<file path="src/rtl/lpm_pkg.sv">
package lpm_pkg;
  localparam int MODE_W = 4;
  localparam int GATE_N = 3;
  localparam int G_MCLK  = 0;
  localparam int G_SMCLK = 1;
  localparam int G_ACLK  = 2;

  typedef struct packed {
    logic gen1_off;
    logic gen0_off;
    logic osc_off;
    logic cpu_off;
  } lpm_mode_t;

  localparam lpm_mode_t MODE_ACTIVE = '0;
  localparam lpm_mode_t MODE_DEEP   = '1;
endpackage

</file>
<file path="src/rtl/lpm_mode_reg.sv">
module lpm_mode_reg
  import lpm_pkg::*;
#(
  parameter int VEC_W = 16,
  parameter logic [VEC_W-1:0] BLANK_VEC = '1
) (
  input  logic             clk,
  input  logic             rst,
  input  logic             mode_wr,
  input  lpm_mode_t        mode_in,
  input  logic             irq_enter,
  input  logic             irq_ret,
  input  logic             rv_valid,
  input  logic [VEC_W-1:0] rv_word,
  output lpm_mode_t        cur_mode
);
  lpm_mode_t saved_mode;
  logic      boot_armed;
  logic      blank_hit;

  assign blank_hit = rv_valid && boot_armed && (rv_word == BLANK_VEC);

  always_ff @(posedge clk) begin
    if (rst) begin
      cur_mode   <= MODE_ACTIVE;
      saved_mode <= MODE_ACTIVE;
      boot_armed <= 1'b1;
    end else begin
      if (rv_valid) boot_armed <= 1'b0;
      if (irq_enter) begin
        saved_mode <= cur_mode;
        cur_mode   <= MODE_ACTIVE;
      end else if (irq_ret) begin
        cur_mode <= saved_mode;
      end else if (blank_hit) begin
        cur_mode <= MODE_DEEP;
      end else if (mode_wr && !cur_mode.cpu_off) begin
        cur_mode <= mode_in;
      end
    end
  end
endmodule

</file>
<file path="src/rtl/lpm_decode.sv">
module lpm_decode
  import lpm_pkg::*;
(
  input  lpm_mode_t         mode,
  input  logic              dco_in_use,
  output logic [GATE_N-1:0] gate_req,
  output logic              gen_req,
  output logic              xtal_req
);
  always_comb begin
    gate_req          = '0;
    gate_req[G_MCLK]  = !mode.cpu_off;
    gate_req[G_SMCLK] = !mode.gen1_off;
    gate_req[G_ACLK]  = !mode.osc_off;
    gen_req  = !(mode.gen0_off && (mode.gen1_off || !dco_in_use));
    xtal_req = !mode.osc_off;
  end
endmodule

</file>
<file path="src/rtl/lpm_edge_gate.sv">
module lpm_edge_gate #(
  parameter int N = 3
) (
  input  logic         clk,
  input  logic         rst,
  input  logic [N-1:0] req,
  input  logic [N-1:0] fall,
  output logic [N-1:0] en
);
  for (genvar g = 0; g < N; g++) begin : g_gate
    always_ff @(posedge clk) begin
      if (rst)          en[g] <= 1'b1;
      else if (fall[g]) en[g] <= req[g];
    end
  end
endmodule

</file>
<file path="src/rtl/lpm_clock_ctrl.sv">
module lpm_clock_ctrl
  import lpm_pkg::*;
#(
  parameter int VEC_W = 16,
  parameter logic [VEC_W-1:0] BLANK_VEC = '1
) (
  input  logic             clk,
  input  logic             rst,
  input  logic             dco_in_use,
  input  logic             mode_wr,
  input  logic [3:0]       mode_bits,
  input  logic             irq_enter,
  input  logic             irq_ret,
  input  logic             rv_valid,
  input  logic [VEC_W-1:0] rv_word,
  input  logic             mclk_fall,
  input  logic             smclk_fall,
  input  logic             aclk_fall,
  output logic             cpu_en,
  output logic             mclk_en,
  output logic             smclk_en,
  output logic             aclk_en,
  output logic             dcogen_en,
  output logic             xtal_en
);
  lpm_mode_t         cur_mode;
  logic [GATE_N-1:0] gate_req;
  logic [GATE_N-1:0] gate_fall;
  logic [GATE_N-1:0] gate_en;
  logic              gen_req;
  logic              xtal_req;

  lpm_mode_reg #(.VEC_W(VEC_W), .BLANK_VEC(BLANK_VEC)) u_mode (
    .clk(clk), .rst(rst), .mode_wr(mode_wr), .mode_in(lpm_mode_t'(mode_bits)),
    .irq_enter(irq_enter), .irq_ret(irq_ret), .rv_valid(rv_valid),
    .rv_word(rv_word), .cur_mode(cur_mode)
  );

  lpm_decode u_dec (
    .mode(cur_mode), .dco_in_use(dco_in_use), .gate_req(gate_req),
    .gen_req(gen_req), .xtal_req(xtal_req)
  );

  always_comb begin
    gate_fall          = '0;
    gate_fall[G_MCLK]  = mclk_fall;
    gate_fall[G_SMCLK] = smclk_fall;
    gate_fall[G_ACLK]  = aclk_fall;
  end

  lpm_edge_gate #(.N(GATE_N)) u_gate (
    .clk(clk), .rst(rst), .req(gate_req), .fall(gate_fall), .en(gate_en)
  );

  always_ff @(posedge clk) begin
    if (rst) begin
      dcogen_en <= 1'b1;
      xtal_en   <= 1'b1;
    end else begin
      dcogen_en <= gen_req;
      xtal_en   <= xtal_req;
    end
  end

  assign cpu_en   = gate_en[G_MCLK];
  assign mclk_en  = gate_en[G_MCLK];
  assign smclk_en = gate_en[G_SMCLK];
  assign aclk_en  = gate_en[G_ACLK];
endmodule

</file>
<file path="config.mk">
export PLATFORM = sky130hd
export DESIGN_NAME = lpm_clock_ctrl
export DESIGN_NICKNAME = d
export VERILOG_FILES = /design/src/rtl/lpm_pkg.sv /design/src/rtl/lpm_mode_reg.sv /design/src/rtl/lpm_decode.sv /design/src/rtl/lpm_edge_gate.sv /design/src/rtl/lpm_clock_ctrl.sv
export SDC_FILE = /design/constraint.sdc
export NUM_CORES = 1
export LEC_CHECK = 0
export BUFFER_PORTS_ARGS = -buffer_cell sky130_fd_sc_hd__buf_2
export CORE_MARGIN = 3
export CORE_UTILIZATION = 25
export DETAILED_ROUTE_END_ITERATION = 8
export GPL_ROUTABILITY_DRIVEN = 0
export PLACE_DENSITY = 0.51
export SLEW_MARGIN = 40
export SYNTH_ARGS = -nofsm -noshare
export SYNTH_HDL_FRONTEND = slang
export SYNTH_SLANG_ARGS = --single-unit
</file>
<file path="constraint.sdc">
create_clock -name clk -period 2.5 [get_ports clk]
set_input_delay 0.75 -clock clk [delete_from_list [all_inputs] [get_ports clk]]
set_output_delay 0.75 -clock clk [all_outputs]
set_load 0.05 [all_outputs]
</file>
Word level (Yosys, flattened, before mapping). Cells that the tools add are included.

Bits in registers: 14. Output and inout port bits: 6. Logic and storage cells: 30.

Equal/unequal tests: 1. Muxes and demuxes: 3. Reductions and logical operators: 12.

Operator list (number): 16-bit == test, second input constant (1); 4-bit 2-to-1 mux (3); 1-bit logical NOT (5); 1-bit logical AND (4); 3-bit nonzero test (1); 2-bit OR reduction (1); 1-bit logical OR (1).

Longest topological paths before layout.
Depth in word-level cells: 5. Gate-level depth with buffers: 4. Depth with buffers taken out: 3.

Cells and area by module. A second synthesis with hierarchy kept.

Cell total of the unflattened synthesis: 66. Area total of the unflattened synthesis: 634.4 um2.

Modules (own cells, without submodules): lpm_mode_reg (times used 1, cells an instance 46, area an instance 437.9 um2); lpm_edge_gate (times used 1, cells an instance 9, area an instance 105.1 um2); lpm_clock_ctrl (times used 1, cells an instance 5, area an instance 60.1 um2); lpm_decode (times used 1, cells an instance 6, area an instance 31.3 um2).

Least setup slack after synthesis. Ideal clock, no wire load.

Path type: register -> output. From: register u_gate.en[0]. To: output mclk_en. Data arrival time: 0.909 ns. Required time: 1.750 ns. Setup slack: 0.841 ns. Stages on the path, launching flop included: 2. Path through: dfxtp_1 -> buf_4.

RTL lines: start, declared (line lpm_edge_gate.sv:8) `output logic [N-1:0] en`; start signal, assigned by index (line lpm_edge_gate.sv:13) `else if (fall[g]) en[g] <= req[g];`; end, declared (line lpm_clock_ctrl.sv:20) `output logic mclk_en,`.

No word-level cell between the ends.

Worst setup path after layout.
From: register u_gate.en[0]. To: output cpu_en.

RTL lines: end, declared (line lpm_clock_ctrl.sv:19) `output logic cpu_en,`.

No word-level cell between the ends.

==> results_dict.tcl <==
set metrics [dict create \
    slowest_stage "dfxtp_1" \
    wl_um 1486 \
    worstHoldPathCells 1 \
    critPathLaunchType "flip-flop" \
    io_buffers 35 \
    syn_avg_cell_area_sq_um 9.394 \
    crit_fanout 3 \
    drive_above_1_share_pct 40.59 \
    synth_cells 65 \
    period_needed_ns 1.632 \
    final_util_pct 37.35 \
    max_slew_margin_pct 81.77 \
    outcome "completed" \
    die_w_um 55.42 \
    async_flop_share_pct 0 \
    path_delay_family "flip-flops" \
    ant_nets 0 \
    worst_ep_arrival_time_ns 0.88 \
    yosys-top-cells-area "dfxtp_1, mux2i_1, nand2b_1" \
    htreeDepth 1 \
    slowest_delay_ns 0.34 \
    ir_worst_vdd_mv 0.2097 \
    clk_latency_ns 0.28 \
    post_cts_buffers 0 \
    ys_seq_area_share_pct 45.90 \
    setup_tns_ns 0 \
    hp-class "reg2reg" \
    fmaxAchievable_ghz 0.6129 \
    synth_area_sq_um 610.6 \
    synth.distinct_cells 21 \
    drv_cap 0 \
    grt_pass1_wl_um 2435 \
    synth.largest_area_cell "dfxtp_1" \
    hold_ws_ns 0.4400 \
    ys.flop_type "dfxtp_1" \
    grt_antenna_before_repair 0 \
    viasPerCell 4.690 \
    die_height_um 55.42 \
    hold_violations 0 \
    multiInputGateArea_sq_um 307.8 \
    clockBufferDepth 2 \
    cp_num_cells 1 \
    drt-wirelength-per-cell_um 11.52 \
    end_kind "output port" \
    clkSlewWorstSetupHoldPaths_ns 0.08 \
    grt-ovfl-total 0 \
    netlist.area_leader.share_pct 45.90 \
    seq_area_sq_um 280.3 \
    rr_worst_depth 3 \
    powerDensity_nw_per_um2 536.5 \
    use_met1_pct 11.17 \
    rows 17 \
    drc_errors 0 \
    syn_nets 95 \
    ys_ff_latch 14 \
    n_fill_cell 249 \
    area_growth_pct 37.91 \
    busiest_layer "met2" \
    worst-path-buf-inv 1 \
    drv_slew 0 \
    ioPinCount 36 \
    drtPass1Iterations 2 \
    fin_nets 132 \
    ys_warn_count 0 \
    worst-setup-path-type "reg2out" \
    pre_cts_slack_ns 0.6883 \
    post-route-period-util_pct 65.26 \
    dpl.hpwl_um 1217 \
    grtUsageMet2_pct 16.39 \
    numCtsBuffers 3 \
    fin_skew_ns 0.002801 \
    grt_start_max_net_pins 12 \
    vias 605 \
    antenna_cells 0 \
    coreArea_sq_um 2255 \
    drt_iter0_drc 5 \
    synth-edff-count 0 \
    leakage_nw 0.3818 \
    initial_core_util_pct 27.08 \
    worstPathRequired_ns 1.75 \
    setup_viol 0 \
    die_area_sq_um 3071 \
    tightestPinTransition_ns 0.2724 \
    ctsResizeCount 0 \
    use_met3_pct 1.869 \
    power_w 0.0004518 \
    cts_tree "done" \
    first_global_vias 591 \
    cts_hold_buf 0 \
    rsz0062_at_grt "false" \
    cts.sinks 14 \
    cts_root_buf "clkbuf_4" \
    path_cells "buf_2" \
    fin_ws_ns 0.8685 \
    grtUsageTotal_pct 9.899 \
]
==> final timing paths <==
kind              slack, ns          startpoint                 end
hold reg to reg        0.44  u_mode.cur_mode[1]             xtal_en
setup / recovery       0.87        u_gate.en[0]              cpu_en
setup reg to reg       1.30   u_mode.boot_armed  u_mode.cur_mode[3]
hold / removal         0.44  u_mode.cur_mode[1]             xtal_en
==> power breakdown <==
part,internal [W],total [W],switching [W]
clock network,0.0000886,0.000162,0.0000732
registers,0.000229,0.000233,0.00000395
logic,0.0000294,0.0000574,0.0000280
total,0.000347,0.000452,0.000105
==> layout by cell type, fill, tap and decap left out, types with 2 or more instances in the layout <==
cell type / count
clkbuf_4: 3
dfxtp_1: 14
nand4_1: 2
inv_1: 2
a211oi_1: 3
nor2_1: 5
o21ai_0: 7
nand2_1: 5
o22ai_1: 3
and3b_1: 3
mux2i_1: 4
buf_2: 35
nand2b_1: 6
==> Yosys cell counts (2+ instances only) <==
| master | count |
|---|---|
| dfxtp_1 | 14 |
| o21ai_0 | 7 |
| nand2b_1 | 6 |
| nand2_1 | 5 |
| nor2_1 | 5 |
| mux2i_1 | 4 |
| a211oi_1 | 3 |
| and3b_1 | 3 |
| o22ai_1 | 3 |
| clkbuf_1 | 2 |
| inv_1 | 2 |
| nand4_1 | 2 |
==> cell type report <==
class,instances,area share (%)
Clock buffer,4,4.309
Timing Repair Buffer,35,20.80
Multi-Input combinational cell,46,36.55
Inverter,2,0.8915
Sequential cell,14,33.28
Tap cell,28,4.160
==> state kept, by name, indices dropped and copies added (netlist names) <==
| register | cells |
|---|---|
| dcogen_en | 1 |
| u_mode.boot_armed | 1 |
| xtal_en | 1 |
| u_mode.cur_mode | 4 |
| u_mode.saved_mode | 4 |
| u_gate.en | 3 |
==> kinds of logic (layout without fill, tap and decap cells) <==
family / after synthesis / count (layout) / synth area share, %
compound gates: 16 / 16 / 15.98
buf+inv: 5 / 41 / 3.690
flops: 14 / 14 / 45.90
mux: 4 / 4 / 6.558
simple gates: 26 / 26 / 27.87
==> stage by stage <==
stage	cells	area [sq um]
final	129	842.1
after global routing	129	842.1
after CTS	129	842.1
after detailed placement	125	805.8
after global placement	125	805.8
after floorplan	65	610.6
==> per-layer routing <==
layer | part of all wire, % | vias to the layer above | wire, um
li1 | - | 304 | -
met1 | 44 | 279 | 655
met2 | 48 | 16 | 716
met3 | 4.3 | 6 | 64
met4 | 3.2 | 0 | 48
met5 | 0 | - | 0
Power figures use the tool's default switching activity.
